--- src/rtl/mdio_pkg.sv ---
package mdio_pkg;
  localparam int PRE_BITS = 32;
  localparam int HDR_BITS = 16;
  localparam int TA_BITS  = 2;
  localparam int DAT_BITS = 16;
  localparam int CMD_W    = HDR_BITS + DAT_BITS;
  localparam logic [3:0] READ_NIBBLE = 4'b0110;

  typedef enum logic [2:0] {
    SEG_PRE,
    SEG_HDR,
    SEG_TA,
    SEG_DAT,
    SEG_IDLE
  } mdioSeg_e;

  typedef struct packed {
    logic     load;     // accept new command word
    logic     fall;     // mdc falls this cycle: update line
    logic     rise;     // mdc rises this cycle: sample line
    logic     finish;   // last rising edge of the frame
    logic     taFirst;  // current bit is the first turnaround bit
    mdioSeg_e seg;      // frame segment of the current bit
  } mdioStrb_t;
endpackage

--- src/rtl/mdio_ctrl.sv ---
module mdio_ctrl
  import mdio_pkg::*;
#(
  parameter int HALF_DIV  = 10,
  parameter int IDLE_BITS = 2
) (
  input  logic      clk,
  input  logic      rst,
  input  logic      start,
  output logic      busy,
  output logic      done,
  output logic      mdc,
  output mdioStrb_t strb
);
  localparam int HDR_START = PRE_BITS;
  localparam int TA_START  = HDR_START + HDR_BITS;
  localparam int DAT_START = TA_START + TA_BITS;
  localparam int IDL_START = DAT_START + DAT_BITS;
  localparam int TOTAL     = IDL_START + IDLE_BITS;
  localparam int IDX_W     = $clog2(TOTAL + 1);
  localparam int DIV_W     = $clog2(HALF_DIV + 1);
  localparam logic [IDX_W-1:0] LAST_IDX = IDX_W'(TOTAL - 1);
  localparam logic [DIV_W-1:0] DIV_TOP  = DIV_W'(HALF_DIV - 1);

  logic [DIV_W-1:0] divCnt;
  logic [IDX_W-1:0] bitIdx;
  logic             tick;

  assign tick = busy && (divCnt == DIV_TOP);

  always_ff @(posedge clk) begin
    if (rst) begin
      busy   <= 1'b0;
      done   <= 1'b0;
      mdc    <= 1'b1;
      divCnt <= '0;
      bitIdx <= '0;
    end else begin
      done <= 1'b0;
      if (!busy) begin
        if (start) begin
          busy   <= 1'b1;
          divCnt <= '0;
          bitIdx <= '0;
        end
      end else if (tick) begin
        divCnt <= '0;
        mdc    <= ~mdc;
        if (!mdc) begin
          if (bitIdx == LAST_IDX) begin
            busy <= 1'b0;
            done <= 1'b1;
          end else begin
            bitIdx <= bitIdx + 1'b1;
          end
        end
      end else begin
        divCnt <= divCnt + 1'b1;
      end
    end
  end

  always_comb begin
    strb.load    = !busy && start;
    strb.fall    = tick && mdc;
    strb.rise    = tick && !mdc;
    strb.finish  = tick && !mdc && (bitIdx == LAST_IDX);
    strb.taFirst = (bitIdx == IDX_W'(TA_START));
    if (bitIdx < IDX_W'(HDR_START))      strb.seg = SEG_PRE;
    else if (bitIdx < IDX_W'(TA_START))  strb.seg = SEG_HDR;
    else if (bitIdx < IDX_W'(DAT_START)) strb.seg = SEG_TA;
    else if (bitIdx < IDX_W'(IDL_START)) strb.seg = SEG_DAT;
    else                                 strb.seg = SEG_IDLE;
  end

  // Independent half-period measurement for the clock-rate check.
  logic [DIV_W-1:0] sinceEdge;
  logic             mdcQ;
  always_ff @(posedge clk) begin
    if (rst) begin
      sinceEdge <= '0;
      mdcQ      <= 1'b1;
    end else begin
      mdcQ <= mdc;
      if (!busy)            sinceEdge <= '0;
      else if (mdc != mdcQ) sinceEdge <= DIV_W'(1);
      else                  sinceEdge <= sinceEdge + 1'b1;
    end
  end

  p_mdc_half_r3: assert property (@(posedge clk) disable iff (rst)
    (mdc != $past(mdc)) |-> ($past(sinceEdge) == DIV_TOP));

  p_idle_clock_high_r1: assert property (@(posedge clk) disable iff (rst)
    (!busy && !done) |-> mdc);

  p_done_pulse_r12: assert property (@(posedge clk) disable iff (rst)
    done |=> !done);

  p_busy_clear_r11: assert property (@(posedge clk) disable iff (rst)
    done |-> !busy);
endmodule

--- src/rtl/mdio_dp.sv ---
module mdio_dp
  import mdio_pkg::*;
(
  input  logic             clk,
  input  logic             rst,
  input  mdioStrb_t        strb,
  input  logic [CMD_W-1:0] cmdWord,
  input  logic             mdioIn,
  output logic             mdioOut,
  output logic             mdioOe,
  output logic [CMD_W-1:0] result
);
  logic [CMD_W-1:0]    txReg;
  logic [DAT_BITS-1:0] rxReg;
  logic [HDR_BITS-1:0] hdrReg;
  logic                isRead;

  always_ff @(posedge clk) begin
    if (rst) begin
      txReg   <= '0;
      rxReg   <= '0;
      hdrReg  <= '0;
      isRead  <= 1'b0;
      mdioOe  <= 1'b1;
      mdioOut <= 1'b1;
      result  <= '0;
    end else begin
      if (strb.load) begin
        txReg  <= cmdWord;
        hdrReg <= cmdWord[CMD_W-1 -: HDR_BITS];
        isRead <= (cmdWord[CMD_W-1 -: 4] == READ_NIBBLE);
      end
      if (strb.fall) begin
        unique case (strb.seg)
          SEG_HDR: begin
            mdioOe  <= 1'b1;
            mdioOut <= txReg[CMD_W-1];
            txReg   <= txReg << 1;
          end
          SEG_TA: begin
            mdioOe  <= !isRead;
            mdioOut <= isRead ? 1'b1 : strb.taFirst;
          end
          SEG_DAT: begin
            mdioOe  <= !isRead;
            mdioOut <= isRead ? 1'b1 : txReg[CMD_W-1];
            if (!isRead) txReg <= txReg << 1;
          end
          default: begin
            mdioOe  <= 1'b1;
            mdioOut <= 1'b1;
          end
        endcase
      end
      if (strb.rise && isRead && (strb.seg == SEG_DAT))
        rxReg <= {rxReg[DAT_BITS-2:0], mdioIn};
      if (strb.finish)
        result <= isRead ? {hdrReg, rxReg} : {{DAT_BITS{1'b0}}, hdrReg};
    end
  end

  p_line_on_fall_r4: assert property (@(posedge clk) disable iff (rst)
    ((mdioOut != $past(mdioOut)) || (mdioOe != $past(mdioOe))) |-> $past(strb.fall));

  p_result_hold_r12: assert property (@(posedge clk) disable iff (rst)
    !$past(strb.finish) |-> (result == $past(result)));

  p_release_read_r7: assert property (@(posedge clk) disable iff (rst)
    (strb.rise && isRead && (strb.seg == SEG_DAT)) |-> !mdioOe);
endmodule

--- src/rtl/mdio_master.sv ---
module mdio_master
  import mdio_pkg::*;
#(
  parameter int HALF_DIV  = 10,
  parameter int IDLE_BITS = 2
) (
  input  logic        clk,
  input  logic        rst,
  input  logic        start,
  input  logic [31:0] cmdWord,
  output logic        busy,
  output logic        done,
  output logic [31:0] result,
  output logic        mdc,
  output logic        mdioOut,
  output logic        mdioOe,
  input  logic        mdioIn
);
  mdioStrb_t strb;

  mdio_ctrl #(.HALF_DIV(HALF_DIV), .IDLE_BITS(IDLE_BITS)) uCtrl (
    .clk   (clk),
    .rst   (rst),
    .start (start),
    .busy  (busy),
    .done  (done),
    .mdc   (mdc),
    .strb  (strb)
  );

  mdio_dp uDp (
    .clk     (clk),
    .rst     (rst),
    .strb    (strb),
    .cmdWord (cmdWord),
    .mdioIn  (mdioIn),
    .mdioOut (mdioOut),
    .mdioOe  (mdioOe),
    .result  (result)
  );
endmodule

--- config.mk ---
export PLATFORM = sky130hd
export DESIGN_NAME = mdio_master
export DESIGN_NICKNAME = d
export VERILOG_FILES = /design/src/rtl/mdio_pkg.sv /design/src/rtl/mdio_ctrl.sv /design/src/rtl/mdio_dp.sv /design/src/rtl/mdio_master.sv
export SDC_FILE = /design/constraint.sdc
export NUM_CORES = 1
export LEC_CHECK = 0
export ABC_AREA = 1
export BUFFER_PORTS_ARGS = -buffer_cell sky130_fd_sc_hd__buf_2
export CAP_MARGIN = 20
export CORE_MARGIN = 2
export CORE_UTILIZATION = 35
export DETAILED_ROUTE_END_ITERATION = 7
export GPL_TIMING_DRIVEN = 0
export SYNTH_ARGS = -nofsm -noshare
export SYNTH_HDL_FRONTEND = slang
export SYNTH_SLANG_ARGS = --single-unit
export TNS_END_PERCENT = 1
--- constraint.sdc ---
create_clock -name clk -period 3.9 [get_ports clk]
set_input_delay 0.78 -clock clk [delete_from_list [all_inputs] [get_ports clk]]
set_output_delay 0.78 -clock clk [all_outputs]
set_load 0.02 [all_outputs]
# [After elaboration in Yosys (flattened, before gate mapping)]
# Index checks and enable logic that the tools add are counted.
[op_classes] n_addsub=2 mul=0 div_mod_pow=0 magnitude_cmp=4 n_eq_ne=10 shifts=0 n_mux=27 bitwise=3 reduce_logical=15
[op_table] operator="32-bit 2-to-1 mux" n=4
[op_table] operator="32-bit one-hot mux with 2 select lines" n=1
[op_table] operator="7-bit 2-to-1 mux" n=5
[op_table] operator="7-bit by 6-bit less-than comparator with 1-bit output, second input constant" n=3
[op_table] operator="3-bit 2-to-1 mux" n=4
[op_table] operator="4-bit 2-to-1 mux" n=3
[op_table] operator="1-bit 2-to-1 mux" n=9
[op_table] operator="7-bit by 1-bit adder with 7-bit output, second input constant" n=1
[op_table] operator="7-bit by 6-bit == test with 1-bit output, second input constant" n=1
[op_table] operator="7-bit == test, second input constant" n=1
[op_table] operator="1-bit logical AND" n=7
[op_table] operator="7-bit less-than comparator, second input constant" n=1
[op_table] operator="3-bit by 2-bit == test with 1-bit output, second input constant" n=2
[op_table] operator="2-bit != test, second input constant" n=3
[op_table] operator="4-bit by 1-bit adder with 4-bit output, second input constant" n=1
[op_table] operator="4-bit by 3-bit == test with 1-bit output, second input constant" n=1
[op_table] operator="4-bit == test, second input constant" n=1
[op_table] operator="4-bit AND reduction" n=1
[op_table] operator="4-bit OR reduction" n=1
[op_table] operator="3-bit by 1-bit == test with 1-bit output, second input constant" n=1
[op_table] operator="1-bit zero test" n=3
[op_table] operator="1-bit inverter" n=3
[op_table] operator="1-bit one-hot mux with 3 select lines" n=1
[op_table] operator="2-bit AND reduction" n=1
[op_table] operator="other kinds (2)" n=2
[totals] register_bits=113 latch_bits=0 ram_bits=0 mem_bits_ro=0 output_inout_bits=37 memories=0

# [Logic depth before layout (Yosys ltp)]
# Gate-level depths: netlist of the first run.
[depth] depth_word=8 ltp_mapped=13 mapped_depth_nobuf=12

# [Cells and area by module]
# Synthesis of the first run repeated with hierarchy kept, for this count alone.
[hier_totals] cells_unflattened=801 area_unflattened_um2=5368.9
[by_module_without_submodules] module="mdio_dp" instances=1 cells_per_inst=675 area_each_um2=4525.6
[by_module_without_submodules] module="mdio_ctrl" instances=1 cells_per_inst=126 area_each_um2=843.3

# [Least setup slack after synthesis of the first run]
# Ideal clock, no wire load.
[synth_path] kind="in2reg" startpoint="input start" endpoint="register uDp.txReg[19]" t_arrival_ns=1.778 required_time_ns=3.830 setup_slack_ns=2.052 stages=10 path_cell_list="buf_2 > clkbuf_1 > nand3_1 > nand2_1 > nand2_1 > nand2_1 > nand3_1 > nand2_1 > nand2_1 > a21oi_1"
[synth_via] elab_chain_cells=5
[synth_rtl] element="start, declared" line_no="mdio_master.sv:9" rtl="input logic start,"
[synth_rtl] element="1-bit logical AND *" line_no="mdio_ctrl.sv:64" rtl="strb.load = !busy && start;"
[synth_rtl] element="32-bit 2-to-1 mux *" line_no="mdio_dp.sv:28" rtl="if (strb.load) begin"
[synth_rtl] element="32-bit 2-to-1 mux" line_no="mdio_dp.sv:47" rtl="if (!isRead) txReg <= txReg << 1;"
[synth_rtl] element="32-bit one-hot mux with 2 select lines" line_no="mdio_dp.sv:34" rtl="unique case (strb.seg)"
[synth_rtl] element="32-bit 2-to-1 mux *" line_no="mdio_dp.sv:33" rtl="if (strb.fall) begin"
[synth_rtl] element="end signal, assigned" line_no="mdio_dp.sv:29" rtl="txReg <= cmdWord;"
[synth_rtl] element="end signal, assigned" line_no="mdio_dp.sv:38" rtl="txReg <= txReg << 1;"
[synth_rtl] element="end signal, assigned" line_no="mdio_dp.sv:47"
[synth_rtl] element="end, declared" line_no="mdio_dp.sv:13" rtl="logic [CMD_W-1:0] txReg;"
# Mark *: on every way between the ends. The rest lies on a longest branch, timed or not.
# A chain may end at the register's enable or synchronous reset.

# [Worst setup path after layout of the first run]
[layout_path] startpoint="register uCtrl.divCnt[0]" endpoint="register uDp.txReg[0]"
[layout_via] elab_chain_cells=4
[layout_rtl] element="start, declared" line_no="mdio_ctrl.sv:25" rtl="logic [DIV_W-1:0] divCnt;"
[layout_rtl] element="start signal, assigned" line_no="mdio_ctrl.sv:58" rtl="divCnt <= divCnt + 1'b1;"
[layout_rtl] element="4-bit == test" line_no="mdio_ctrl.sv:29" rtl="assign tick = busy && (divCnt == DIV_TOP);"
[layout_rtl] element="1-bit logical AND" line_no="mdio_ctrl.sv:29"
[layout_rtl] element="1-bit logical AND" line_no="mdio_ctrl.sv:65" rtl="strb.fall = tick && mdc;"
[layout_rtl] element="32-bit 2-to-1 mux" line_no="mdio_dp.sv:33"
# No other way between the ends.

==> results of run 1 <==
[cell usage after synthesis]
| cell | count | area (µm²) |
|---|---|---|
| nand2_1 | 359 | 1350 |
| nand3_1 | 158 | 791 |
| dfxtp_1 | 113 | 2260 |
| inv_1 | 68 | 255 |
| a21oi_1 | 63 | 315 |
| nor2_1 | 49 | 184 |
| clkbuf_1 | 31 | 116 |
| buf_2 | 19 | 95.1 |
| o211ai_1 | 14 | 105 |
| buf_1 | 10 | 37.5 |
| o21ai_0 | 10 | 50.1 |
| ha_1 | 4 | 50.1 |
| inv_2 | 4 | 15.0 |
| nor2_2 | 4 | 25.0 |
| nand2_2 | 3 | 18.8 |
| nand4_1 | 3 | 18.8 |
| buf_6 | 2 | 22.5 |
| nor2_4 | 2 | 22.5 |
| o22ai_1 | 2 | 12.5 |
| xor2_1 | 2 | 17.5 |
| nand3b_1 | 1 | 7.51 |
| nand3b_4 | 1 | 20.0 |
| nor3_1 | 1 | 5.00 |
| o21ai_4 | 1 | 16.3 |
| or2_2 | 1 | 6.26 |
| xnor2_1 | 1 | 8.76 |
[area by class of cell]
class,count,area (µm²),share of cell area
Clock inverter,10,181,0.0255
Multi-Input combinational cell,679,3020,0.425
Buffer,62,272,0.0382
Timing Repair Buffer,70,350,0.0493
Clock buffer,21,470,0.0662
Inverter,72,270,0.0380
Sequential cell,113,2260,0.318
Tap cell,220,275,0.0388
[how the worst max path moves through the flow]
| stage | endpoint | slack (ns) |
|---|---|---|
| global placement | uCtrl.bitIdx[5] | 1.49 |
| floorplan | uDp.txReg[19] | 2.05 |
| CTS | uDp.txReg[0] | 1.81 |
| global route | uDp.txReg[0] | 1.58 |
| detailed placement | uCtrl.divCnt[1] | 1.47 |
| finish | uDp.txReg[0] | 1.81 |
[registers in the layout, summed over array words and instances (netlist names), 4 cells and up]
register and count:
uDp.result 32, uCtrl.divCnt 4, uCtrl.bitIdx 7, uDp.txReg 32, uDp.rxReg 16, uDp.hdrReg 16
[worst register-to-register path: cells and delay by family (launching register included)]
kind | cells | cell delay [ns]
and+or+nand+nor | 5 | 0.93
DFF | 1 | 0.38
buffers and inverters | 2 | 0.33
AOI/OAI and AO/OA | 1 | 0.19
adders and majority gates | 1 | 0.18
[report_power, final]
part | total [mW] | internal [mW] | leakage, nW | switching, mW
registers | 1.22 | 1.19 | 0.919 | 0.0298
clock network | 1.72 | 1.18 | 0.319 | 0.544
logic | 0.204 | 0.0702 | 2.32 | 0.134
total | 3.14 | 2.44 | 3.56 | 0.708
[routing by layer]
metal	vias to the layer above	GRT usage	wire length, µm
met4	0	0.0866	513
met1	2796	0.266	8050
met5	-	0	0
met3	36	0.0410	1010
met2	176	0.328	7910
li1	3140	-	-
[through the flow]
| step | hold slack (ns) | util | cell area, µm² | worst slack, ns |
|---|---|---|---|---|
| final | 0.464 | 0.433 | 7100 | 1.81 |
| after CTS | 0.470 | 0.433 | 7100 | 1.81 |
| after global routing | 0.488 | 0.433 | 7100 | 1.58 |
| after floorplan | 0.444 | - | 5830 | 2.05 |
| after detailed placement | 0.460 | 0.393 | 6450 | 1.47 |
| after global placement | 0.458 | 0.393 | 6450 | 1.49 |
[kinds of logic after synthesis]
| logic type | count (synthesis) |
|---|---|
| AND/OR/NAND/NOR | 582 |
| XOR/XNOR | 3 |
| adder cells (fa/ha/maj) | 4 |
| AO/OA/AOI/OAI | 90 |
| flip-flops | 113 |
| buffers and inverters | 134 |
==> results.toml, run 1 <==
[run_status]
status = "complete, no violations"

[synthesis]
synth_top_family_by_area = "simple AND/OR/NAND/NOR gates"
yosys.area_share.xor_xnor = 0.00451
synth_nets = 966
synth_mux_area_frac = 0
ys_seq_area_frac = 0.388
synth.avg_cell_area_um2 = 6.29
yosysUniqueCellTypes = 26
yosysWarnings = 0
synth-simple-area-share = 0.420
synth_compound_area_frac = 0.0857
synth_area_um2 = 5830
synthAdderAreaFrac = 0.00859
syn-instance-count = 926
ys_ff_latch = 113

[finish]
final_common_cell = "nand2_1"
final_cell_mix = "nand2_1, nand3_1, dfxtp_1, buf_2, inv_1"
finalNonFillerCells = 1247
nFillCells = 1732
syn_to_final_growth_pct = 21.9
layout.nets = 1055
diodes = 0
drive_gt1_frac = 0.133

[detailed_routing]
routed_wl_um = 17500
drc = 0
drt_iter0_markers = 375
wire_per_inst_um = 14.0
detail-route-antenna-nets = 0
firstDrtPassIters = 6
vias = 6148
vias_per_cell = 4.93

[clock_tree]
cts-root-buf = "clkbuf_16"
cts_buffer_depth = 2
path_clk_slew_ns = 0.06
htreeDepth = 4
clock_sinks = 113
cts_hold_buf = 0
cts_tree = "yes"
postCtsSetupRepairBufs = 0
clkLatencyLatePin_ns = 0.42
cts_resized = 0
cts_buffers = 17

[setup_path]
critPathKind = "reg2reg"
r2r.worst_path.cells = 9
path_max_fanout = 10
critPathTopFamily = "simple AND/OR/NAND/NOR gates"
r2r_end = "uDp.txReg[0]"
worstSetupStartpointType = "register"
r2r-start = "uCtrl.divCnt[0]"
worstPathArrival_ns = 2.40
setup.worst_path.end_class = "register"
max_stage_delay_ns = 0.38
worst-path-buf-inv = 2
crit_start = "uCtrl.divCnt[0]"
reg2reg_slack_ns = 1.81
cp_data_required_time_ns = 4.21
crit_chain = "ha_1 -> nand2_1 -> nor2_1 -> nand2_1 -> nor2_2 -> nand3_1 -> buf_2 -> o21ai_0 -> inv_1"
path_depth = 9
critPathSlowestCell = "dfxtp_1"
crit_path_frequent_cell = "nand2_1"

[global_routing]
grt.total_usage = 0.204
grt-ovfl-total = 0
grt_pass1_vias = 5575
grt_pass1_wl_um = 28500
antenna_found_initial = 0
grt_max_degree = 17

[pwr]
power_mw = 3.14
ir_drop_v = 0.000322
power_density_nw_per_um2 = 443
leakage_nw = 3.56

[place]
dpl.hpwl_um = 12600
dp.cells = 1216
portBuffers = 70
place_congestion = 0.860

[timing]
tightest_slew_ns = 0.617
finalHoldViolCount = 0
setup_tns_ns = 0
rsz0062_at_grt = "no"
maxSlewViolCount = 0
period_share = 0.536
finalSetupViolations = 0
timing.slew.headroom = 0.589
skew_ns = 0.00944
clock.fmax_mhz = 479
layout_min_cycle_time_ns = 2.09

[worst_hold_path]
hold_start = "uDp.result[3]"
hold_class = "reg2reg"
hold_path_depth = 2
min_to = "uDp.result[3]"

[die]
die_y_um = 133
core-area_um2 = 16400
io-pin-count = 73
rows = 47
dieWidth_um = 133
initial_core_util = 0.355
floorplan.die_area_um2 = 17700

[job]
max_cap_viol_count = 0
(Power assumes the default switching activity.)
==> run 2: changes to the inputs <==
==> constraint.sdc (replaced) <==
create_clock -name clk -period 2 [get_ports clk]
set_input_delay 0.4 -clock clk [delete_from_list [all_inputs] [get_ports clk]]
set_output_delay 0.4 -clock clk [all_outputs]
set_load 0.02 [all_outputs]
==> run 2 against run 1 <==
- hold slack got worse by 0.25 ns
- combinational power rose by 96%
- critical endpoint is now uDp.rxReg[9]
- global-route usage barely moved
- sequential share of layout area fell by 0.25 points
- count of clock-buffer cells in the layout unchanged
- routed wire length about the same
- largest power group unchanged
- critical path depth grew 2
- total power rose by 95%
- worst setup slack got worse by 1.7 ns
==> results.toml, run 2 (synthesis results as in run 1) <==
[place]
portBuffers = 70
dp.cells = 1216
place_congestion = 0.860
dp_slack_ns = -0.0517
placed_area_um2 = 6450
dpl.hpwl_um = 12600

[clock_tree]
cts_buffers = 17
cts_tree = "yes"
htreeDepth = 4
clock_sinks = 113
clkLatencyLatePin_ns = 0.42
cts-root-buf = "clkbuf_16"
cts_buffer_depth = 2
path_clk_slew_ns = 0.06

[detailed_routing]
drc = 0
vias_per_cell = 4.87
detail-route-antenna-nets = 0
met1_length_um = 8140
dr.max_layer_used = "met4"
vias = 6088
drt_iter0_markers = 406
firstDrtPassIters = 5
dr_wl_met2_um = 7930
wl_met3_um = 901
wire_per_inst_um = 14.0
routed_wl_um = 17500

[die]
core-area_um2 = 16400
die_y_um = 133
initial_core_util = 0.355
io-pin-count = 73
floorplan.die_area_um2 = 17700
dieWidth_um = 133
rows = 47

[worst_hold_path]
hold_path_depth = 3
hold_class = "in2reg"
min_to = "uDp.rxReg[0]"
hold_start = "mdioIn"

[pwr]
p_int_mw = 4.75
leakage_nw = 3.60
comb_power_share = 0.065
power_density_nw_per_um2 = 856
seqPwrFrac = 0.388
p_sw_frac = 0.225
p_switching_mw = 1.38
p_clk_frac = 0.547
ir_drop_v = 0.000627
power_mw = 6.13

[finish]
finalNonFillerCells = 1249
layout.nets = 1057
diodes = 0
final_common_cell = "nand2_1"
syn_to_final_growth_pct = 23.0
final_cell_mix = "nand2_1, nand3_1, dfxtp_1, buf_2, inv_1"
drive_gt1_frac = 0.149
fin_util = 0.437
top_regs = "uDp.result (32), uDp.txReg (32)"
fin_area_um2 = 7160

[timing]
setup_tns_ns = 0
rsz0062_at_grt = "yes"
finalSetupViolations = 0
maxSlewViolCount = 0
period_share = 0.924
clock.fmax_mhz = 541
timing.slew.headroom = 0.598
layout_min_cycle_time_ns = 1.85
finalHoldViolCount = 0
tightest_slew_ns = 0.602
worst_slack_ns = 0.152
hold-worst-slack_ns = 0.212
skew_ns = 0.00942

[global_routing]
antenna_found_initial = 0
grt_pass1_wl_um = 28500
grt.total_usage = 0.204
grt-ovfl-total = 0
grt_max_degree = 17
grt_pass1_vias = 5575

[setup_path]
worstPathArrival_ns = 2.16
reg2reg_slack_ns = 0.15
critPathKind = "reg2reg"
r2r_end = "uDp.rxReg[9]"
cp_data_required_time_ns = 2.31
setup.worst_path.end_class = "register"
r2r-start = "uCtrl.divCnt[0]"
path_max_fanout = 10
r2r.worst_path.cells = 11
worstSetupStartpointType = "register"

[run_status]
status = "complete, no violations"

[job]
max_cap_viol_count = 0
run 2: final cells by class:
type	count	area (µm²)
inverter	72	270
tap	220	275
sequential	113	2260
fill	1723	9240
timing repair buffer	72	365
buffer	62	293
clock inverter	10	181
multi-input combinational	679	3040
clock buffer	21	470
run 2: critical path, cell delays in order, from the launching register on:
cell     delay, ns
dfxtp_1       0.38
ha_1          0.18
nand2_1       0.09
nor2_2        0.13
nand2_2       0.12
nor2_4        0.14
inv_1         0.07
nor2_1        0.11
nand2_2       0.12
buf_2         0.22
nor2_1        0.12
nor2_1        0.06
run 2: how the worst max path moves through the flow:
stage                          from               to  slack [ns]
finish              uCtrl.divCnt[0]     uDp.rxReg[9]        0.15
CTS                 uCtrl.divCnt[0]     uDp.txReg[0]       -0.02
global route        uCtrl.divCnt[0]   uDp.result[14]       -0.01
floorplan           uCtrl.divCnt[0]    uDp.rxReg[10]        0.39
detailed placement              rst  uCtrl.divCnt[1]       -0.05
global placement                rst  uCtrl.bitIdx[5]       -0.03
run 2: power groups by stage:
stage / sequential [mW] / combinational (mW) / clock (mW)
finish: 2.38 / 0.399 / 3.35
global placement: 2.42 / 0.392 / 0
CTS: 2.38 / 0.400 / 3.41
floorplan: 2.41 / 0.272 / 0
detailed placement: 2.42 / 0.397 / 0
global route: 2.39 / 0.457 / 3.49
run 2: repair_timing:
action	in CTS	in global routing
buffers inserted	0	2
gates resized for setup	5	25
hold buffers	0	0
endpoints found under the setup margin	33	83
pin swaps	0	1
run 2: layer usage:
metal,track usage,vias up
li1,-,3148
met1,0.266,2751
met2,0.329,157
met3,0.0414,32
met4,0.0860,0
met5,0,-
==> run 3: changes to the inputs <==
--- a/config.mk
+++ b/config.mk
@@ -12,7 +12,9 @@
 export CORE_UTILIZATION = 35
 export DETAILED_ROUTE_END_ITERATION = 7
 export GPL_TIMING_DRIVEN = 0
+export PLACE_DENSITY = 0.53
 export SYNTH_ARGS = -nofsm -noshare
 export SYNTH_HDL_FRONTEND = slang
+export SYNTH_HIERARCHICAL = 1
 export SYNTH_SLANG_ARGS = --single-unit
 export TNS_END_PERCENT = 1
==> run 3 against run 2 <==
- non-clock buffer count rose by 2
- clock power fell by 12%
- sequential power barely moved
- total power fell by 6.7%
- fmax fell by 4.7%
- critical path depth rose by 1
- critical endpoint is now uDp/rxReg[10]
- highest routed layer unchanged
==> results.toml, run 3 <==
[timing]
setup_tns_ns = 0
tightest_slew_ns = 0.588
finalSetupViolations = 0
hold-worst-slack_ns = 0.233
layout_min_cycle_time_ns = 1.94
skew_ns = 0.00913
rsz0062_at_grt = "yes"
clock.fmax_mhz = 515
maxSlewViolCount = 0
timing.slew.headroom = 0.608
worst_slack_ns = 0.0599
period_share = 0.970
finalHoldViolCount = 0

[finish]
finalNonFillerCells = 1107
diodes = 0
top_regs = "uDp/result (32), uDp/txReg (32)"
syn_to_final_growth_pct = 27.2
nFillCells = 1635
drive_gt1_frac = 0.220
final_common_cell = "nand2_1"
fin_area_um2 = 6830
layout.nets = 945
final_cell_mix = "nand2_1, dfxtp_1, nand3_1, buf_2, nor2_1"

[global_routing]
grt-ovfl-total = 0
antenna_found_initial = 0
grt_max_degree = 17
grt_pass1_wl_um = 23800
grt_pass1_vias = 4694
grt.total_usage = 0.186

[place]
dp_slack_ns = -0.178
placed_area_um2 = 5960
dp.cells = 1061
dpl.hpwl_um = 10500
place_congestion = 0.778
portBuffers = 72

[setup_path]
setup.worst_path.end_class = "register"
crit_path_frequent_cell = "nand2_1"
crit_chain = "inv_2 -> nand2_1 -> or2_4 -> o21ai_2 -> inv_4 -> a21oi_4 -> nand2_2 -> nor2_4 -> buf_6 -> nand3_1 -> nand2_1 -> nor2_1"
worstPathArrival_ns = 2.25
path_max_fanout = 7
worstSetupStartpointType = "register"
worst-path-buf-inv = 3
critPathTopFamily = "simple AND/OR/NAND/NOR gates"
max_stage_delay_ns = 0.33
cp_data_required_time_ns = 2.31
critPathSlowestCell = "dfxtp_1"
critPathKind = "reg2reg"

[synthesis]
ys.flop_type = "dfxtp_1"
yosysWarnings = 6
synth_nets = 840
async_flop_share = 0
synth_edf_count = 0
yosysMostFrequentCell = "nand2_1"
ys_ff_latch = 113
syn-instance-count = 801
yosysTopAreaCellShare = 0.421
synth_common_cells = "nand2_1, dfxtp_1, nand3_1"
yosysUniqueCellTypes = 31
ys_seq_area_frac = 0.421
synth.avg_cell_area_um2 = 6.70
synth_largest_area_cell = "dfxtp_1"
synth_area_um2 = 5370
netlist_top_cells_area = "dfxtp_1, nand2_1, nand3_1"

[die]
dieWidth_um = 128
core-area_um2 = 15100
io-pin-count = 73
die_y_um = 128
floorplan.die_area_um2 = 16300
initial_core_util = 0.356
rows = 45

[clock_tree]
htreeDepth = 4
path_clk_slew_ns = 0.06
cts-root-buf = "clkbuf_16"
cts_buffers = 17
cts_tree = "yes"
clkLatencyLatePin_ns = 0.42
clock_sinks = 113
cts_buffer_depth = 2

[detailed_routing]
vias = 5273
drt_iter0_markers = 441
firstDrtPassIters = 6
routed_wl_um = 15200
vias_per_cell = 4.76
wire_per_inst_um = 13.7
drc = 0
detail-route-antenna-nets = 0

[pwr]
ir_drop_v = 0.000664
power_density_nw_per_um2 = 838
leakage_nw = 3.14

[job]
max_cap_viol_count = 0

[run_status]
status = "complete, no violations"

[worst_hold_path]
hold_class = "in2reg"
-- run 3: cell types whose count changed after synthesis, sizes merged, moves of 2 or more --
cell / delta
nand3: -64
nand2: -52
clkbuf: -25
nor2: +17
buf: +13
inv: -8
o21ai: -6
nand3b: -2
nor3: +2
o211ai: +2
o22ai: -2
-- run 3: kinds of logic after synthesis --
kind of cell / Yosys count / synth area share
and+or+nand+nor: 483 / 0.373
DFF: 113 / 0.421
adders and majority gates: 3 / 0.00699
xor gates and xnor gates: 2 / 0.00326
AOI/OAI and AO/OA: 85 / 0.0895
muxes: 1 / 0.00186
buffers and inverters: 114 / 0.104
-- run 3: tightest hold or removal path: cells and delay by family --
family	cells	cell delay [ns]
buffers and inverters	1	0.08
muxes	1	0.06
and+or+nand+nor	1	0.08
-- run 3: report_power, final --
| group | total, mW | internal [mW] | switching, mW |
|---|---|---|---|
| Combinational | 0.405 | 0.154 | 0.251 |
| Sequential | 2.36 | 2.31 | 0.0443 |
| Clock | 2.96 | 1.84 | 1.12 |
| Total | 5.72 | 4.31 | 1.41 |
-- run 3: worst paths after layout --
kind / from / to / slack, ns / cells after the start
worst min register to register: uDp/result[24] / uDp/result[24] / 0.47 / 2
worst min-delay path: cmdWord[0] / uDp/txReg[0] / 0.23 / 3
worst max-delay path: uCtrl/bitIdx[3] / uDp/rxReg[10] / 0.06 / 12
worst max register to register: uCtrl/bitIdx[3] / uDp/rxReg[10] / 0.06 / 12
-- run 3: final cells by class --
cell class	instances	area [µm²]	area share
sequential	113	2260	0.331
inverter	64	245	0.0359
clock inverter	11	105	0.0154
timing repair buffer	86	512	0.0749
buffer	50	378	0.0553
tap	188	235	0.0344
clock buffer	21	480	0.0703
multi-input combinational	574	2610	0.382
-- run 3: through the flow --
step | utilization | power, mW
detailed placement | 0.395 | 2.78
global route | 0.453 | 5.94
CTS | 0.436 | 5.76
finish | 0.453 | 5.72
global placement | 0.395 | 2.78
floorplan | - | 2.65
-- run 3: metal layers --
metal | wire [µm] | global-route usage
met5 | 0 | 0
met3 | 845 | 0.0513
met1 | 7430 | 0.261
met2 | 6790 | 0.281
met4 | 116 | 0.0524
-- run 3: timing repair --
item,in CTS,in global routing
hold buffers,0,0
pin swaps,0,8
resized for setup,14,40
buffers inserted,0,7
endpoints found under the setup margin,78,78
cloned,0,7
